`config.mk`:
```
export PLATFORM = sky130hd
export DESIGN_NAME = flash_status_guard
export DESIGN_NICKNAME = d
export VERILOG_FILES = /design/src/rtl/fsg_pkg.sv /design/src/rtl/fsg_rst_sync.sv /design/src/rtl/fsg_prot_decode.sv /design/src/rtl/fsg_arm_track.sv /design/src/rtl/fsg_status_regs.sv /design/src/rtl/flash_status_guard.sv
export SDC_FILE = /design/constraint.sdc
export NUM_CORES = 1
export LEC_CHECK = 0
export BUFFER_PORTS_ARGS = -buffer_cell sky130_fd_sc_hd__buf_2
export CORE_MARGIN = 2
export CORE_UTILIZATION = 39
export DETAILED_ROUTE_END_ITERATION = 12
export HOLD_SLACK_MARGIN = 0.03
export PLACE_DENSITY = 0.82
export SLEW_MARGIN = 20
export SYNTH_ARGS = -nofsm -noshare
export SYNTH_HDL_FRONTEND = slang
export SYNTH_SLANG_ARGS = --single-unit
```
`constraint.sdc`:
```
create_clock -name clk -period 1.5 [get_ports clk]
set_input_delay 0.075 -clock clk [delete_from_list [all_inputs] [get_ports clk]]
set_output_delay 0.075 -clock clk [all_outputs]
set_load 0.03 [all_outputs]
```
`src/rtl/fsg_pkg.sv`:
```
package fsg_pkg;

  typedef enum logic [3:0] {
    K_WREN  = 4'd0,
    K_WRDI  = 4'd1,
    K_ARM   = 4'd2,
    K_WRSR  = 4'd3,
    K_PROG  = 4'd4,
    K_SECT  = 4'd5,
    K_BLK   = 4'd6,
    K_CHIP  = 4'd7,
    K_AAI   = 4'd8,
    K_OTHER = 4'd9
  } cmd_kind_e;

  localparam int SR_W     = 8;
  localparam int BP_W     = 3;
  localparam int SR_LOCK  = 7;
  localparam int SR_BP_LO = 2;

  typedef struct packed {
    logic            lock;
    logic            aai;
    logic [BP_W-1:0] bp;
    logic            wel;
  } sr_state_t;

endpackage

```
`src/rtl/fsg_rst_sync.sv`:
```
module fsg_rst_sync #(
  parameter int STAGES = 2
) (
  input  logic clk,
  input  logic rst_n_in,
  output logic rst_n_out
);
  logic [STAGES-1:0] chain_q;
  logic [STAGES-1:0] chain_d;

  always_comb begin
    chain_d = {chain_q[STAGES-2:0], 1'b1};
  end

  always_ff @(posedge clk or negedge rst_n_in) begin
    if (!rst_n_in) chain_q <= '0;
    else           chain_q <= chain_d;
  end

  assign rst_n_out = chain_q[STAGES-1];
endmodule

```
`src/rtl/fsg_prot_decode.sv`:
```
module fsg_prot_decode #(
  parameter int BLK_W = 5,
  parameter int BP_W  = 3
) (
  input  logic [BP_W-1:0]  bp,
  input  logic             bottom_sel,
  input  logic [BLK_W-1:0] blk,
  output logic             prot
);
  // Codes 1..NFRAC select a fraction; higher codes cover everything.
  localparam int NFRAC = 5;

  logic [NFRAC:1][BLK_W-1:0] hi_mask;

  // Mask of block bits that must match for each fractional code.
  for (genvar c = 1; c <= NFRAC; c++) begin : g_code
    for (genvar i = 0; i < BLK_W; i++) begin : g_bit
      assign hi_mask[c][i] = (i >= (BLK_W - NFRAC - 1 + c)) ? 1'b1 : 1'b0;
    end
  end

  logic [BLK_W-1:0] sel_mask;
  logic             in_top;
  logic             in_bot;

  always_comb begin
    sel_mask = '0;
    for (int c = 1; c <= NFRAC; c++) begin
      if (int'(bp) == c) sel_mask = hi_mask[c];
    end
    in_top = ((blk & sel_mask) == sel_mask);
    in_bot = ((blk & sel_mask) == '0);
    if (bp == '0)                prot = 1'b0;
    else if (int'(bp) > NFRAC)   prot = 1'b1;
    else                         prot = bottom_sel ? in_bot : in_top;
  end
endmodule

```
`src/rtl/fsg_arm_track.sv`:
```
module fsg_arm_track (
  input  logic clk,
  input  logic rst_n,
  input  logic cmd_valid,
  input  logic arm_cmd,
  output logic armed
);
  logic armed_d;

  // Every command overwrites the arming; only an arming command sets it.
  always_comb begin
    armed_d = armed;
    if (cmd_valid) armed_d = arm_cmd;
  end

  always_ff @(posedge clk or negedge rst_n) begin
    if (!rst_n) armed <= 1'b0;
    else        armed <= armed_d;
  end
endmodule

```
`src/rtl/fsg_status_regs.sv`:
```
module fsg_status_regs
  import fsg_pkg::*;
(
  input  logic            clk,
  input  logic            rst_n,
  input  logic            set_wel,
  input  logic            clr_wel,
  input  logic            set_aai,
  input  logic            clr_aai,
  input  logic            ld_cfg,
  input  logic [BP_W-1:0] ld_bp,
  input  logic            ld_lock,
  output sr_state_t       st
);
  sr_state_t st_d;

  always_comb begin
    st_d = st;
    if (set_wel) st_d.wel = 1'b1;
    if (clr_wel) st_d.wel = 1'b0;
    if (set_aai) st_d.aai = 1'b1;
    if (clr_aai) st_d.aai = 1'b0;
    if (ld_cfg) begin
      st_d.bp   = ld_bp;
      st_d.lock = ld_lock;
    end
  end

  always_ff @(posedge clk or negedge rst_n) begin
    if (!rst_n) begin
      st.lock <= 1'b0;
      st.aai  <= 1'b0;
      st.bp   <= '1;
      st.wel  <= 1'b0;
    end else begin
      st <= st_d;
    end
  end
endmodule

```
`src/rtl/flash_status_guard.sv`:
```
module flash_status_guard
  import fsg_pkg::*;
#(
  parameter int ADDR_W  = 24,
  parameter int BLK_LSB = 16,
  parameter int BLK_W   = 5
) (
  input  logic              clk,
  input  logic              rst_n,
  input  logic              cmd_valid,
  input  logic [3:0]        cmd_kind,
  input  logic [7:0]        cmd_data,
  input  logic [ADDR_W-1:0] cmd_addr,
  input  logic              wp_pin,
  input  logic              bottom_sel,
  input  logic              engine_busy,
  input  logic              done_evt,
  input  logic              aai_exit,
  output logic [7:0]        status,
  output logic              grant,
  output logic              deny,
  output logic              addr_protected
);
  localparam int BLK_HI = BLK_LSB + BLK_W;

  logic      rst_q_n;
  sr_state_t st;
  logic      armed;
  cmd_kind_e kind;
  logic [BLK_W-1:0] blk;

  logic unused_bits;
  assign unused_bits = ^{cmd_addr[BLK_LSB-1:0], cmd_addr[ADDR_W-1:BLK_HI],
                         cmd_data[6:5], cmd_data[1:0]};

  assign kind = cmd_kind_e'(cmd_kind);
  assign blk  = cmd_addr[BLK_LSB +: BLK_W];

  fsg_rst_sync #(.STAGES(2)) u_rst (
    .clk      (clk),
    .rst_n_in (rst_n),
    .rst_n_out(rst_q_n)
  );

  fsg_prot_decode #(.BLK_W(BLK_W), .BP_W(BP_W)) u_prot (
    .bp        (st.bp),
    .bottom_sel(bottom_sel),
    .blk       (blk),
    .prot      (addr_protected)
  );

  fsg_arm_track u_arm (
    .clk      (clk),
    .rst_n    (rst_q_n),
    .cmd_valid(cmd_valid),
    .arm_cmd  ((kind == K_WREN) || (kind == K_ARM)),
    .armed    (armed)
  );

  // Permission decision
  logic ok;
  logic judged;
  logic locked_out;

  always_comb begin
    locked_out = !wp_pin && st.lock;
    ok         = 1'b0;
    judged     = 1'b1;
    unique case (kind)
      K_WREN, K_WRDI, K_ARM: ok = 1'b1;
      K_WRSR:                ok = armed && !locked_out;
      K_PROG, K_SECT, K_BLK, K_AAI:
                             ok = st.wel && !addr_protected;
      K_CHIP:                ok = st.wel && (st.bp == '0);
      default:               judged = 1'b0;
    endcase
  end

  logic acc;
  logic rej;
  assign acc = cmd_valid && judged && ok;
  assign rej = cmd_valid && judged && !ok;

  logic set_wel, clr_wel, set_aai, clr_aai, ld_cfg;

  always_comb begin
    set_wel = acc && (kind == K_WREN);
    clr_wel = (acc && ((kind == K_WRDI) || (kind == K_WRSR))) || done_evt || aai_exit;
    set_aai = acc && (kind == K_AAI);
    clr_aai = (acc && (kind == K_WRDI)) || aai_exit;
    ld_cfg  = acc && (kind == K_WRSR);
  end

  fsg_status_regs u_regs (
    .clk    (clk),
    .rst_n  (rst_q_n),
    .set_wel(set_wel),
    .clr_wel(clr_wel),
    .set_aai(set_aai),
    .clr_aai(clr_aai),
    .ld_cfg (ld_cfg),
    .ld_bp  (cmd_data[SR_BP_LO +: BP_W]),
    .ld_lock(cmd_data[SR_LOCK]),
    .st     (st)
  );

  // Response pulses
  logic grant_d, deny_d;

  always_comb begin
    grant_d = acc;
    deny_d  = rej;
  end

  always_ff @(posedge clk or negedge rst_q_n) begin
    if (!rst_q_n) begin
      grant <= 1'b0;
      deny  <= 1'b0;
    end else begin
      grant <= grant_d;
      deny  <= deny_d;
    end
  end

  assign status = {st.lock, st.aai, 1'b0, st.bp, st.wel, engine_busy};
endmodule

```
==> metrics <==
outcome complete, but fails checks; failing checks negative setup slack; fmax 0.554 GHz; EDFF count, synth 0; Seq cells post-synth 11; Hold Violations, Final 0; NumNets Final 165; vias 737; die width 47.5 um; clock-pin slew on the worst setup and hold paths 0.06 ns; vias in the first global route 674; antenna-violating nets left 0; min-delay worst type in2reg; Buffers on Ports 28; crit path DAT 1.73 ns; Die Span Y 47.5 um; layout cells sized above 1 55.8%; most common cell after layout, fill and taps aside buf_2; cts bufs inserted 3; # fillers 158; first-pass GRT wire length 2.63 mm; Vias/cell 5.08; Mapped Cells 75; Remaining Overflow, GRT 0; highest-count cells in the layout ignoring fill and taps 27 x buf_2, 12 x buf_4, 8 x dfrtp_1; register area share after synthesis 37.9%; later-pin clock latency in the skew report 0.26 ns; Initial DRC Count 6; Post-Syn Area 737 um^2; die area 2250 um^2; setup TNS -0.960 ns; WS Path Type reg2out; row count 15; PwrDens 1090 nW/um^2; dpl hpwl 1.35 mm; compound-gate portion of the synthesized area 24.1%; Syn Area/Cell 9.83 um^2; count of cell types in the netlist 40; core area 1750 um^2; placed cell areas 925 um^2; critical path data required time 1.42 ns; post-synthesis mux area share 6.11%; CTS Sinks 11; Setup Skew 0.000545 ns; RSZ-0062 raised after global routing yes; Placer Congestion 0.765; xor/xnor share of the synthesized area 0%; final instance area 1080 um^2; Tmin final 1.80 ns; total track usage 16.7%; final setup vio count 4; I/O Pins 55; ant diodes 0; post-synthesis simple-gate area fraction 25.6%; DRT Pass-1 Iters 4; Synth async-reset ratio 100%; Max Transition Viols Final 0; area growth from synthesis to layout 46.5%; YS warnings 0; initial antenna violation count 0; Crit Path Max Fanout 6; ys flop type dfrtp_1; Leakage 0.506 nW; largest net degree at the start of global routing 10; Total Wirelength 1.74 mm; CTS tree yes; post-synth net total 119; combinational family with the most area after synthesis simple AND/OR/NAND/NOR gates; Root Driver clkbuf_4; DR WL/cell 12.0 um; depth of the CTS H-tree 1; DRC viols 0; Max-Cap Viols 0; post-synthesis adder-cell area fraction 0%; Critical Path Start Type flip-flop; worst setup margin -0.304 ns; Peak VDD IR 821 uV; crit end category primary output; final period utilization 120%; Initial Util 42.2%; worst-case clock buffer depth 2
==> state kept, by name, summed over array words and instances (netlist names) <==
name	flops
deny	1
u_regs.st	6
u_arm.armed	1
grant	1
u_rst.chain_q	2
==> power breakdown <==
group | leakage (nW) | internal [mW] | switching [mW]
logic | 0.356 | 0.303 | 0.292
clock network | 0.0150 | 0.103 | 0.0869
registers | 0.135 | 0.346 | 0.0402
total | 0.506 | 0.752 | 0.419
==> synthesized netlist by cell type (2+ instances only) <==
cell type | number | share of area [%]
a41oi_2 | 2 | 4.4
buf_4 | 2 | 2.0
conb_1 | 2 | 1.0
dfrtp_1 | 8 | 27
dfstp_2 | 3 | 11
inv_1 | 2 | 1.0
mux2_2 | 4 | 6.1
nand2_1 | 4 | 2.0
nand3b_1 | 2 | 2.0
nor2_1 | 10 | 5.1
nor3_1 | 2 | 1.4
o2111a_1 | 2 | 3.1
o21a_1 | 4 | 4.1
or3_1 | 2 | 1.7
==> metrics by stage <==
step / hold slack (ns) / setup slack [ns] / power [mW] / cells / util (%)
floorplan: -0.221 / -0.348 / 0.720 / 75 / -
global placement: -0.141 / -0.116 / 0.842 / 130 / 53.0
detailed placement: -0.138 / -0.166 / 0.856 / 130 / 53.0
CTS: 0.0331 / -0.347 / 1.14 / 144 / 59.8
global route: 0.0341 / -0.393 / 1.25 / 145 / 61.9
finish: 0.0374 / -0.304 / 1.17 / 145 / 61.9
==> worst max-delay path, cell delays in order, from the launching register on <==
cell and delay (ns):
dfstp_2 0.55, buf_6 0.13, nor2_2 0.05, a222oi_1 0.29, a211o_2 0.16, o21a_1 0.13
nor2_2 0.04, buf_6 0.12
==> repair_timing <==
action	in CTS	in global routing
setup buffers	7	1
hold buffers	3	0
setup endpoints to repair	4	5
pin swaps	6	10
gates resized for setup	3	7
hold endpoints to repair	3	0
==> cells by family (layout without fill, tap and decap cells) <==
logic type             Yosys count  in the layout
AOI/OAI and AO/OA               20             20
buffers and inverters            6             51
DFF                             11             11
muxes                            4              4
other                            2              2
and+or+nand+nor                 32             32
==> layout make-up <==
class                           instances  area, um^2  area share [%]
Clock buffer                            4        26.3            2.43
Sequential cell                        11         279            25.8
Timing Repair Buffer                   45         289            26.8
Inverter                                2        7.51           0.695
Tap cell                               25        31.3            2.90
Multi-Input combinational cell         58         447            41.4
==> worst paths after layout <==
kind                                  start                to  slack (ns)  cells after the start
max in group asynchronous  u_rst.chain_q[1]      u_regs.st[1]        1.05                      0
setup / recovery               u_regs.st[2]    addr_protected       -0.30                      7
hold reg to reg            u_rst.chain_q[1]      u_regs.st[0]        0.15                      0
min in group asynchronous             rst_n  u_rst.chain_q[0]        0.12                      2
setup reg to reg               u_regs.st[1]      u_regs.st[4]       -0.25                      7
hold / removal                    cmd_valid       u_arm.armed        0.04                      2
==> per-layer routing <==
| layer | track usage (%) | share of wire, % |
|---|---|---|
| met1 | 18.2 | 39 |
| met2 | 31.6 | 54 |
| met3 | 4.91 | 6.4 |
| met4 | 3.33 | 0 |
| met5 | 0 | 0 |
Note: power is estimated with default switching activity, not from simulation.
